### src/rtl/thr_alert_pkg.sv
package thr_alert_pkg;

   // Result of comparing one conversion against both limits
   typedef struct packed {
      logic above;  // result > upper limit
      logic below;  // result < lower limit
   } thr_cmp_t;

   // Operating mode derived from the configuration inputs
   typedef enum logic [1:0] {
      MODE_TRAD_FOLLOW  = 2'b00,
      MODE_WIN_FOLLOW   = 2'b01,
      MODE_TRAD_LATCH   = 2'b10,
      MODE_WIN_LATCH    = 2'b11
   } thr_mode_e;

endpackage

### src/rtl/thr_alert_cmp.sv
module thr_alert_cmp
   import thr_alert_pkg::*;
#(
   parameter int DATA_W     = 16,
   parameter bit SIGNED_CMP = 1'b1
) (
   input  logic [DATA_W-1:0] value,
   input  logic [DATA_W-1:0] lim_hi,
   input  logic [DATA_W-1:0] lim_lo,
   output thr_cmp_t          cmp
);

   localparam int MIN_W = 2;

   generate
      if (DATA_W < MIN_W) begin : g_bad_width
         $error("thr_alert_cmp: DATA_W must be at least %0d", MIN_W);
      end

      if (SIGNED_CMP) begin : g_signed
         always_comb begin
            cmp.above = $signed(value) > $signed(lim_hi);
            cmp.below = $signed(value) < $signed(lim_lo);
         end
      end else begin : g_unsigned
         always_comb begin
            cmp.above = value > lim_hi;
            cmp.below = value < lim_lo;
         end
      end
   endgenerate

endmodule

### src/rtl/thr_alert_core.sv
module thr_alert_core
   import thr_alert_pkg::*;
(
   input  logic     clk,
   input  logic     rst_n,
   input  logic     en,
   input  logic     latch,
   input  logic     win,
   input  logic     valid,
   input  thr_cmp_t cmp,
   input  logic     rd_clr,
   input  logic     rsp_done,
   input  logic     rsp_won,
   output logic     alert_q,
   output logic     dir_q
);

   thr_mode_e mode;
   logic      raise;
   logic      drop_trad;
   logic      clr_evt;
   logic      alert_d;
   logic      dir_d;

   always_comb begin
      mode      = thr_mode_e'({latch, win});
      raise     = valid & (cmp.above | (win & cmp.below));
      drop_trad = valid & cmp.below & ~cmp.above;
      clr_evt   = rd_clr | (rsp_done & rsp_won);
   end

   always_comb begin
      alert_d = alert_q;
      if (!en) begin
         alert_d = 1'b0;
      end else begin
         unique case (mode)
            MODE_WIN_LATCH,
            MODE_TRAD_LATCH: begin
               if (raise)        alert_d = 1'b1;
               else if (clr_evt) alert_d = 1'b0;
            end
            MODE_WIN_FOLLOW: begin
               if (valid) alert_d = raise;
            end
            MODE_TRAD_FOLLOW: begin
               if (raise)          alert_d = 1'b1;
               else if (drop_trad) alert_d = 1'b0;
            end
            default: alert_d = alert_q;
         endcase
      end
   end

   always_comb begin
      dir_d = dir_q;
      if (en && valid) begin
         if (cmp.above)            dir_d = 1'b1;
         else if (win && cmp.below) dir_d = 1'b0;
      end
   end

   always_ff @(posedge clk or negedge rst_n) begin
      if (!rst_n) begin
         alert_q <= 1'b0;
         dir_q   <= 1'b0;
      end else begin
         alert_q <= alert_d;
         dir_q   <= dir_d;
      end
   end

   // Latched alert survives an in-range result when no clear arrives
   assert_latch_hold_R5: assert property (@(posedge clk) disable iff (!rst_n)
      en && latch && alert_q && !rd_clr && !rsp_done |=> alert_q);

   // Read of the result clears a latched alert
   assert_read_clear_R6: assert property (@(posedge clk) disable iff (!rst_n)
      en && latch && rd_clr && !valid |=> !alert_q);

   // Lost response leaves the alert raised
   assert_lost_keep_R7: assert property (@(posedge clk) disable iff (!rst_n)
      en && latch && alert_q && rsp_done && !rsp_won && !rd_clr |=> alert_q);

   // Same-cycle clear and excursion keeps alert raised
   assert_clear_race_R9: assert property (@(posedge clk) disable iff (!rst_n)
      en && latch && valid && cmp.above && (rd_clr || rsp_done) |=> alert_q);

   // Window mode records direction of excursion
   assert_dir_upper_R10: assert property (@(posedge clk) disable iff (!rst_n)
      en && valid && cmp.above |=> dir_q);
   assert_dir_lower_R10: assert property (@(posedge clk) disable iff (!rst_n)
      en && valid && win && cmp.below && !cmp.above |=> !dir_q);

   // Non-latching: clears alone change nothing
   assert_follow_ignore_R11: assert property (@(posedge clk) disable iff (!rst_n)
      en && !latch && !valid |=> $stable(alert_q));

   // Disabled: state cleared, direction untouched
   assert_disable_clear_R12: assert property (@(posedge clk) disable iff (!rst_n)
      !en |=> !alert_q && $stable(dir_q));

endmodule

### src/rtl/thr_alert_pad.sv
module thr_alert_pad (
   input  logic active,
   input  logic en,
   output logic pull,
   output logic level_n
);

   always_comb begin
      pull    = active & en;
      level_n = ~pull;
   end

endmodule

### src/rtl/thr_alert_ctrl.sv
module thr_alert_ctrl
   import thr_alert_pkg::*;
#(
   parameter int DATA_W     = 16,
   parameter bit SIGNED_CMP = 1'b1
) (
   input  logic              clk,
   input  logic              rst_n,
   input  logic              alert_en,
   input  logic              latch_en,
   input  logic              window_mode,
   input  logic [DATA_W-1:0] thresh_hi,
   input  logic [DATA_W-1:0] thresh_lo,
   input  logic              conv_valid,
   input  logic [DATA_W-1:0] conv_result,
   input  logic              data_read,
   input  logic              resp_done,
   input  logic              resp_won,
   output logic              alert_n,
   output logic              alert_pull,
   output logic              alert_status
);

   thr_cmp_t cmp;
   logic     alert_q;
   logic     dir_q;

   thr_alert_cmp #(
      .DATA_W     (DATA_W),
      .SIGNED_CMP (SIGNED_CMP)
   ) u_cmp (
      .value  (conv_result),
      .lim_hi (thresh_hi),
      .lim_lo (thresh_lo),
      .cmp    (cmp)
   );

   thr_alert_core u_core (
      .clk      (clk),
      .rst_n    (rst_n),
      .en       (alert_en),
      .latch    (latch_en),
      .win      (window_mode),
      .valid    (conv_valid),
      .cmp      (cmp),
      .rd_clr   (data_read),
      .rsp_done (resp_done),
      .rsp_won  (resp_won),
      .alert_q  (alert_q),
      .dir_q    (dir_q)
   );

   thr_alert_pad u_pad (
      .active  (alert_q),
      .en      (alert_en),
      .pull    (alert_pull),
      .level_n (alert_n)
   );

   assign alert_status = dir_q;

   // Output only goes active one cycle after a result strobe
   assert_raise_after_conv_R3: assert property (@(posedge clk) disable iff (!rst_n)
      $fell(alert_n) |-> $past(conv_valid));

   // Window mode: excursion raises alert
   assert_window_raise_R3: assert property (@(posedge clk) disable iff (!rst_n)
      alert_en && window_mode && conv_valid && (cmp.above || cmp.below) |=> !alert_n);

   // Traditional mode: low excursion never raises the alert
   assert_trad_no_low_R4: assert property (@(posedge clk) disable iff (!rst_n)
      alert_en && !window_mode && alert_n && !(conv_valid && cmp.above) |=> alert_n);

   // Released while disabled
   assert_disabled_release_R12: assert property (@(posedge clk) disable iff (!rst_n)
      !alert_en |-> alert_n && !alert_pull);

endmodule

### config.mk
export PLATFORM = sky130hd
export DESIGN_NAME = thr_alert_ctrl
export DESIGN_NICKNAME = d
export VERILOG_FILES = /design/src/rtl/thr_alert_pkg.sv /design/src/rtl/thr_alert_cmp.sv /design/src/rtl/thr_alert_core.sv /design/src/rtl/thr_alert_pad.sv /design/src/rtl/thr_alert_ctrl.sv
export SDC_FILE = /design/constraint.sdc
export NUM_CORES = 1
export LEC_CHECK = 0
export BUFFER_PORTS_ARGS = -buffer_cell sky130_fd_sc_hd__buf_2
export CORE_ASPECT_RATIO = 1.5
export CORE_UTILIZATION = 38
export DETAILED_ROUTE_END_ITERATION = 10
export PLACE_DENSITY_LB_ADDON = 0.25
export RECOVER_POWER = 25
export SLEW_MARGIN = 15
export SYNTH_ARGS = -nofsm -noshare
export SYNTH_HDL_FRONTEND = slang
export SYNTH_SLANG_ARGS = --single-unit
### constraint.sdc
create_clock -name clk -period 0.9 [get_ports clk]
set_clock_uncertainty 0.15 [all_clocks]
set_input_delay 0.045 -clock clk [delete_from_list [all_inputs] [get_ports clk]]
set_output_delay 0.045 -clock clk [all_outputs]
set_load 0.005 [all_outputs]
* After elaboration in Yosys (flattened, before gate mapping)
Cells that the tools add are included.
** Cells by class
- Add/sub/neg operators :: 0
- Multiply operators :: 0
- Divide/modulo/power cells :: 0
- Magnitude comparators :: 2
- Eq/ne operators :: 6
- Shift-type cells :: 0
- Mux-type cells :: 9
- Bitwise gates (word level) :: 10
- Reductions and logical operators :: 7
** Operators with widths (number)
- greater-than comparator 16 bit :: 1
- < comparator 16 bit :: 1
- 2-to-1 mux 1 bit :: 8
- != test 4 x 2 -> 1 bit, second input constant :: 2
- bitwise AND 1 bit :: 6
- equality test 2 bit, second input constant :: 2
- != test 3 bit, second input constant :: 1
- one-hot mux 1 bit (3 select lines) :: 1
- AND reduction 3 bit :: 1
- equality test 2 x 1 -> 1 bit, second input constant :: 1
- logical AND 1 bit :: 2
- zero test 2 bit :: 1
- NOT 1 bit :: 2
- bitwise OR 1 bit :: 2
- AND reduction 2 bit :: 1
- nonzero test 2 bit :: 1
- OR reduction 2 bit :: 1
** Word-level totals
- Register bits :: 2
- Bits in latches :: 0
- RAM bits :: 0
- ROM bits :: 0
- Input bits :: 57
- Memories :: 0

* Depth between registers and ports, before layout
Gate-level depths: netlist of the first run.
- Word-level depth :: 7
- Gate-level depth with buffers :: 8
- Depth with buffers taken out :: 8

* Modules after synthesis
A second synthesis of the first run with hierarchy kept.
** Second synthesis, totals
- Cell total of the unflattened synthesis :: 127
- Area total of the unflattened synthesis :: 929.6 um^2
** Modules (own cells, without submodules)
- thr_alert_cmp :: instances 1, cells each 112, area each 802.0 um^2
- thr_alert_core :: instances 1, cells each 13, area each 117.6 um^2
- thr_alert_pad :: instances 1, cells each 2, area each 10.0 um^2

* Worst setup path after synthesis of the first run
Ideal clock, no wire load.
- Kind :: input to register
- Start :: input thresh_hi[13]
- End :: register u_core.alert_q
- Data arrival time :: 1.883 ns
- Required time :: 0.660 ns
- Path slack :: -1.223 ns
- Stages on the path :: 8
- Path buffers :: 0
- Cell sequence :: inv_1 -> ha_1 -> a21o_1 -> a21o_1 -> a221o_1 -> or4_4 -> a211o_1 -> o2111ai_1
** On the way
- Longest elaborated chain between the ends :: 6
** RTL lines
- start, declared :: RTL line thr_alert_ctrl.sv:12 : input logic [DATA_W-1:0] thresh_hi,
- greater-than comparator 16 bit * :: RTL line thr_alert_cmp.sv:22 : cmp.above = $signed(value) > $signed(lim_hi);
- bitwise OR 1 bit :: RTL line thr_alert_core.sv:27 : raise = valid & (cmp.above | (win & cmp.below));
- bitwise AND 1 bit :: RTL line thr_alert_core.sv:27
- 2-to-1 mux 1 bit, on equally long branches :: RTL line thr_alert_core.sv:47, thr_alert_core.sv:40, thr_alert_core.sv:44
- one-hot mux 1 bit (3 select lines) :: RTL line thr_alert_core.sv:37 : unique case (mode)
- 2-to-1 mux 1 bit :: RTL line thr_alert_core.sv:34 : if (!en) begin
- end signal, assigned :: RTL line thr_alert_core.sv:68 : alert_q <= alert_d;
- end, declared :: RTL line thr_alert_core.sv:14 : output logic alert_q,
Every way passes the cells marked *; elsewhere a longest branch is shown, timed or not. The select of a mux whose other input is x is not followed.
A chain may end at the register's enable or synchronous reset.

* Worst setup path after layout of the first run
Ends and elaborated chain as after synthesis.

==> results.txt, run 1 <==
status: complete, but fails checks
failing checks: hold timing, setup timing
Hold Buf Count CTS: 1
initial antenna violation count: 0
CTS Sinks: 2
placed cells: 234
Die ar.: 0.00265 mm²
Clock Path Buffers: 2
Seq/Total Area, Yosys: 0.0540
Layout area overhead: 81.4%
crit-path most repeated cell: a21o_1
final worst path period need: 1.91 ns
Yosys Warn Count: 0
ys async rst share: 1.00
pin count of the biggest net entering global routing: 4
Ports: 60
Vias: 1,262
Post-DP Area: 0.00145 mm²
Avg Inst Size Synth: 7.08 µm²
WP data arrival: 1.91 ns
CTS tree: built
final RePlAce weighted congestion: 0.836
P_leak: 0.940 nW
fin cells: 241
post-DP HPWL: 2.36 mm
Mapped Cells: 131
Final Setup Violations: 5
Nets: 308
R2R depth: 4
Netlist cell types: 27
RSZ-0062 raised after global routing: yes
drt total wl: 2.97 mm
Seq cells post-synth: 2
Slew Viols, Final: 0
FF-to-FF End: u_core.alert_q
Rows: 21
antenna-violating nets left: 0
slowest CP cell: or4_4
DRC Markers: 0
mapped cell area: 927 µm²
Die Span Y: 62.5 µm
Via density: 5.24
Worst Max-Slew Pin Slew: 0.389 ns
kind of critical path: input pin to register
CTS H-tree lvls: 1
1st-iter DRT viols: 20
CP cell instances: buf_6 > inv_6 > ha_4 > a21o_1 > a21o_1 > a221o_1 > or4_4 > a211o_1 > o2111ai_2
setup ws final: -1.01 ns
later-pin clock latency in the skew report: 0.23 ns
Congestion Overflow GR: 0
vias in the first global route: 1,296
syn nets: 219
Core ar.: 0.00226 mm²
die width: 42.3 µm
fmax: 523 MHz
most common cell after layout, fill and taps aside: buf_2
port buffer count: 59
crit-path max FO: 2
Starting Density: 0.410
Post-synth EDFFs: 0
Multi-input gate area: 893 µm²
total track usage: 0.214
crit start category: input pin
CTS Buf Count: 3
ys flop type: dfrtp_1
Worst R2R Start: u_core.alert_q
Crit path largest cell delay: 0.55 ns
MaxCap Viol Count: 0
Register Area: 50.0 µm²
hold crit path type: input pin to async pin
Final Hold Fails: 2
pwr dens: 629 mW/mm²
Max-slew headroom: 0.738
final worst path period share: 2.12
Place WS: -1.28 ns
Pre-antenna DRT Iters: 4
fillcell total: 177
clock-pin transition on the worst setup and hold timing paths: 0.03 ns
number of diodes: 0
WL/cell: 12.3 µm
Crit. End Element: register
Worst R2R Setup Slack: -0.15 ns
post-route cell area: 0.00168 mm²
share of cells above drive strength 1: 0.514
CP required: 0.90 ns
Root Driver: clkbuf_4
Peak VDD IR: 0.459 mV
hold_ws: -0.0102 ns
first-pass GRT wire length: 4.62 mm
most frequent cells in the layout: 47 x buf_2, 26 x buf_4, 23 x inv_1, 21 x ha_1, 12 x a21oi_1
==> logic make-up (layout without fill, tap and decap cells) <==
family	after synthesis	after routing	synth area share
AO/OA/AOI/OAI	31	31	0.202
AND/OR/NAND/NOR	33	33	0.188
adder cells (fa/ha/maj)	31	31	0.418
buffers and inverters	34	121	0.138
flip-flops	2	2	0.0540
==> stage by stage <==
step	power [mW]	TNS [ns]	utilization	hold slack [ns]
floorplan	0.420	-2.11	-	-0.401
global placement	0.707	-2.47	0.643	-0.314
detailed placement	0.736	-2.52	0.643	-0.313
CTS	0.989	-2.24	0.692	-0.0155
global route	1.16	-2.43	0.744	0.000325
finish	1.06	-2.28	0.744	-0.0102
==> cell type report <==
type	instances	share of cell area
Timing Repair Buffer	84	0.327
Inverter	34	0.0818
Multi-Input combinational cell	95	0.531
Tap cell	23	0.0171
Clock buffer	3	0.0134
Sequential cell	2	0.0298
==> registers in the layout, indices dropped and copies added (netlist names) <==
name            flops
u_core.dir_q        1
u_core.alert_q      1
==> critical path: cells and delay by family <==
family	cells	cell delay (ns)
AND/OR/NAND/NOR	1	0.55
adder cells (fa/ha/maj)	1	0.18
buffers and inverters	2	0.14
AO/OA/AOI/OAI	5	0.98
==> per-layer routing <==
layer | wire length [µm] | share of wire | up-vias | GRT usage
met5 | 0 | 0 | - | 0
met4 | 80 | 0.027 | 0 | 0.0898
met3 | 105 | 0.035 | 8 | 0.0173
met2 | 1740 | 0.58 | 43 | 0.448
met1 | 1050 | 0.35 | 579 | 0.193
li1 | - | - | 632 | -
==> how the worst max path moves through the flow <==
stage / cells after the start / slack, ns / start / end
3_5_place_dp: 8 / -1.28 / conv_result[7] / u_core.alert_q
3_3_place_gp: 9 / -1.25 / thresh_hi[13] / u_core.alert_q
6_report: 9 / -1.01 / thresh_hi[13] / u_core.alert_q
5_1_grt: 9 / -1.06 / thresh_hi[9] / u_core.alert_q
2_1_floorplan: 7 / -1.07 / conv_result[13] / u_core.alert_q
4_1_cts: 8 / -1.01 / conv_result[13] / u_core.alert_q
==> timing repair <==
item	4_1_cts	5_1_grt
gates cloned	0	0
endpoints found under the hold margin	2	2
setup buffers	2	1
pin swaps	11	12
resized for setup	9	28
endpoints found under the setup margin	5	5
==> where the power goes <==
part | total, mW | internal, mW | switching [mW]
Combinational | 0.733 | 0.411 | 0.323
Sequential | 0.120 | 0.109 | 0.0114
Clock | 0.204 | 0.147 | 0.0564
Total | 1.06 | 0.667 | 0.391
==> cells in the mapped netlist, drive strengths merged, types with 2 or more instances <==
cell type  instances  share of area
nand2             11          0.045
nand3              5          0.027
nor2b              2          0.013
inv               34           0.14
o21ai              7          0.038
nor3               3          0.016
a21o               3          0.024
a21oi             13          0.070
nand4              2          0.013
dfrtp              2          0.054
nor2               3          0.012
ha                31           0.42
Note: power is estimated with default switching activity, not from simulation.
==> run 2, diff against run 1 <==
CORE_ASPECT_RATIO = default   (was 1.5)
SETUP_SLACK_MARGIN = 0.02   (was default)
==> run 2 against run 1 <==
- the flow still finishes with violations (hold timing, setup timing)
- hold slack lost 0.0038 ns
- sequential cell count unchanged
- sequential power about the same
- critical endpoint unchanged
- highest routed layer is now met3
==> results.txt, run 2 (synthesized netlist as in run 1, its figures left out) <==
status: complete, but fails checks
failing checks: hold timing, setup timing
crit start category: input pin
Place WS: -1.30 ns (-0.0236 ns)
port buffer count: 59 (unchanged)
P_leak: 0.893 nW (-5.0%)
setup ws final: -0.995 ns (+0.0160 ns)
Power Total: 0.957 mW (-9.5%)
final worst path period need: 1.89 ns (-0.0160 ns)
antenna-violating nets left: 0 (unchanged)
Slew Viols, Final: 0 (unchanged)
pin count of the biggest net entering global routing: 4 (unchanged)
final worst path period share: 2.11 (-0.0177)
vias in the first global route: 1,139 (-12%)
crit-path max FO: 2 (unchanged)
Congestion Overflow GR: 0 (unchanged)
largest registers: u_core.alert_q (1), u_core.dir_q (1)
CTS Sinks: 2 (unchanged)
first-pass GRT wire length: 3.96 mm (-14%)
Clock Path Buffers: 2 (unchanged)
1st-iter DRT viols: 5 (-75%)
fillcell total: 205 (+16%)
CTS tree: built
Final Util: 0.675 (-0.0694)
DRC Markers: 0 (unchanged)
Layout area overhead: 64.1%
Root Driver: clkbuf_4
Core ar.: 0.00225 mm² (-0.22%)
total track usage: 0.192 (-0.0225)
most common cell after layout, fill and taps aside: buf_2
Worst Max-Slew Pin Slew: 0.373 ns (-0.0156 ns)
MaxCap Viol Count: 0 (unchanged)
hold crit path type: input pin to async pin
CP required: 0.88 ns (-0.02 ns)
Crit. End Element: register
Final Setup Violations: 5 (unchanged)
Pre-antenna DRT Iters: 3 (-1)
hold_ws: -0.0140 ns (-0.00381 ns)
Nets: 300 (-2.6%)
Max-slew headroom: 0.749 (+0.0105)
Ports: 60 (unchanged)
WL/cell: 9.74 µm (-21%)
RSZ-0062 raised after global routing: yes
Hold Buf Count CTS: 1 (unchanged)
Vias: 1,154 (-8.6%)
most frequent cells in the layout: 55 x buf_2, 30 x inv_1, 25 x ha_1, 16 x buf_4
fmax: 528 MHz (+0.84%)
later-pin clock latency in the skew report: 0.22 ns (about the same)
post-route cell area: 0.00152 mm² (-9.5%)
fin cells: 238 (-1.2%)
initial antenna violation count: 0 (unchanged)
pwr dens: 629 mW/mm² (about the same)
share of cells above drive strength 1: 0.448 (-0.0661)
post-DP HPWL: 2.11 mm (-11%)
clock-pin transition on the worst setup and hold timing paths: 0.03 ns (about the same)
Final Hold Fails: 2 (unchanged)
Die Span Y: 51.4 µm (-18%)
final RePlAce weighted congestion: 0.740 (-11%)
Via density: 4.85 (-7.4%)
kind of critical path: input pin to register
Rows: 17 (-19%)
Peak VDD IR: 0.443 mV (-3.5%)
Post-DP Area: 0.00141 mm² (-3.2%)
drt total wl: 2.32 mm (-22%)
number of diodes: 0 (unchanged)
placed cells: 232 (-0.85%)
CTS Buf Count: 3 (unchanged)
Die ar.: 0.00264 mm² (-0.15%)
WP data arrival: 1.88 ns (-0.03 ns)
Starting Density: 0.411 (+0.000911)
CTS H-tree lvls: 1 (unchanged)
die width: 51.4 µm (+21%)
[run 2: cell count changes in the layout (fill, tap and decap cells not counted), moves of 2 or more]
| cell | before | now |
|---|---|---|
| buf_6 | 8 | 2 |
| a21oi_2 | 1 | 3 |
| buf_4 | 26 | 16 |
| inv_2 | 8 | 3 |
| ha_4 | 10 | 5 |
| a21oi_1 | 12 | 10 |
| ha_1 | 21 | 25 |
| buf_2 | 47 | 55 |
| inv_4 | 2 | 0 |
| inv_1 | 23 | 30 |
[run 2: final cells by class]
| class | instances | area [µm²] | area share |
|---|---|---|---|
| well taps | 28 | 35.0 | 0.0230 |
| repair buffers | 76 | 447 | 0.294 |
| flip-flops and latches | 2 | 50.0 | 0.0329 |
| clock buffers | 3 | 22.5 | 0.0148 |
| multi-input cells | 95 | 835 | 0.549 |
| inverters | 34 | 133 | 0.0872 |
[run 2: layer usage]
layer | vias up | wire length (µm) | track usage
li1 | 620 | - | -
met1 | 501 | 953 | 0.194
met2 | 33 | 1250 | 0.409
met3 | 0 | 114 | 0.0208
met4 | 0 | 0 | 0.0270
met5 | - | 0 | 0
[run 2: timing repair]
action,CTS,global route
setup buffers,0,2
resized for setup,10,5
endpoints found under the setup margin,5,5
pin swaps,6,2
hold endpoints to repair,2,2
[run 2: critical path, cell delays in order]
cell       delay [ns]
buf_2            0.07
inv_1            0.03
ha_1             0.31
nand4_1          0.14
nor2_1           0.05
a221o_1          0.33
or4_4            0.53
a211o_1          0.29
o2111ai_2        0.07
[run 2: worst paths after layout]
kind	start	endpoint	slack, ns	cells past startpoint
max in group asynchronous	rst_n	u_core.dir_q	0.49	2
worst min register to register	u_core.dir_q	u_core.dir_q	0.38	2
worst max register to register	u_core.alert_q	u_core.alert_q	-0.12	4
worst min-delay path	rst_n	u_core.alert_q	-0.01	2
min in group clk	conv_valid	u_core.dir_q	0.05	4
worst max-delay path	thresh_hi[10]	u_core.alert_q	-0.99	9
[run 2: stage by stage]
step | hold slack (ns) | TNS (ns)
2_1_floorplan | -0.401 | -2.11
3_3_place_gp | -0.317 | -2.45
3_5_place_dp | -0.319 | -2.55
4_1_cts | -0.0136 | -2.19
5_1_grt | -0.0167 | -2.37
6_report | -0.0140 | -2.15
[run 2: power by group]
group          switching [mW]  internal, mW  total [mW]  leakage, nW
Clock                  0.0490         0.147       0.196       0.0138
Sequential            0.00907         0.109       0.118       0.0237
Combinational           0.283         0.360       0.643        0.855
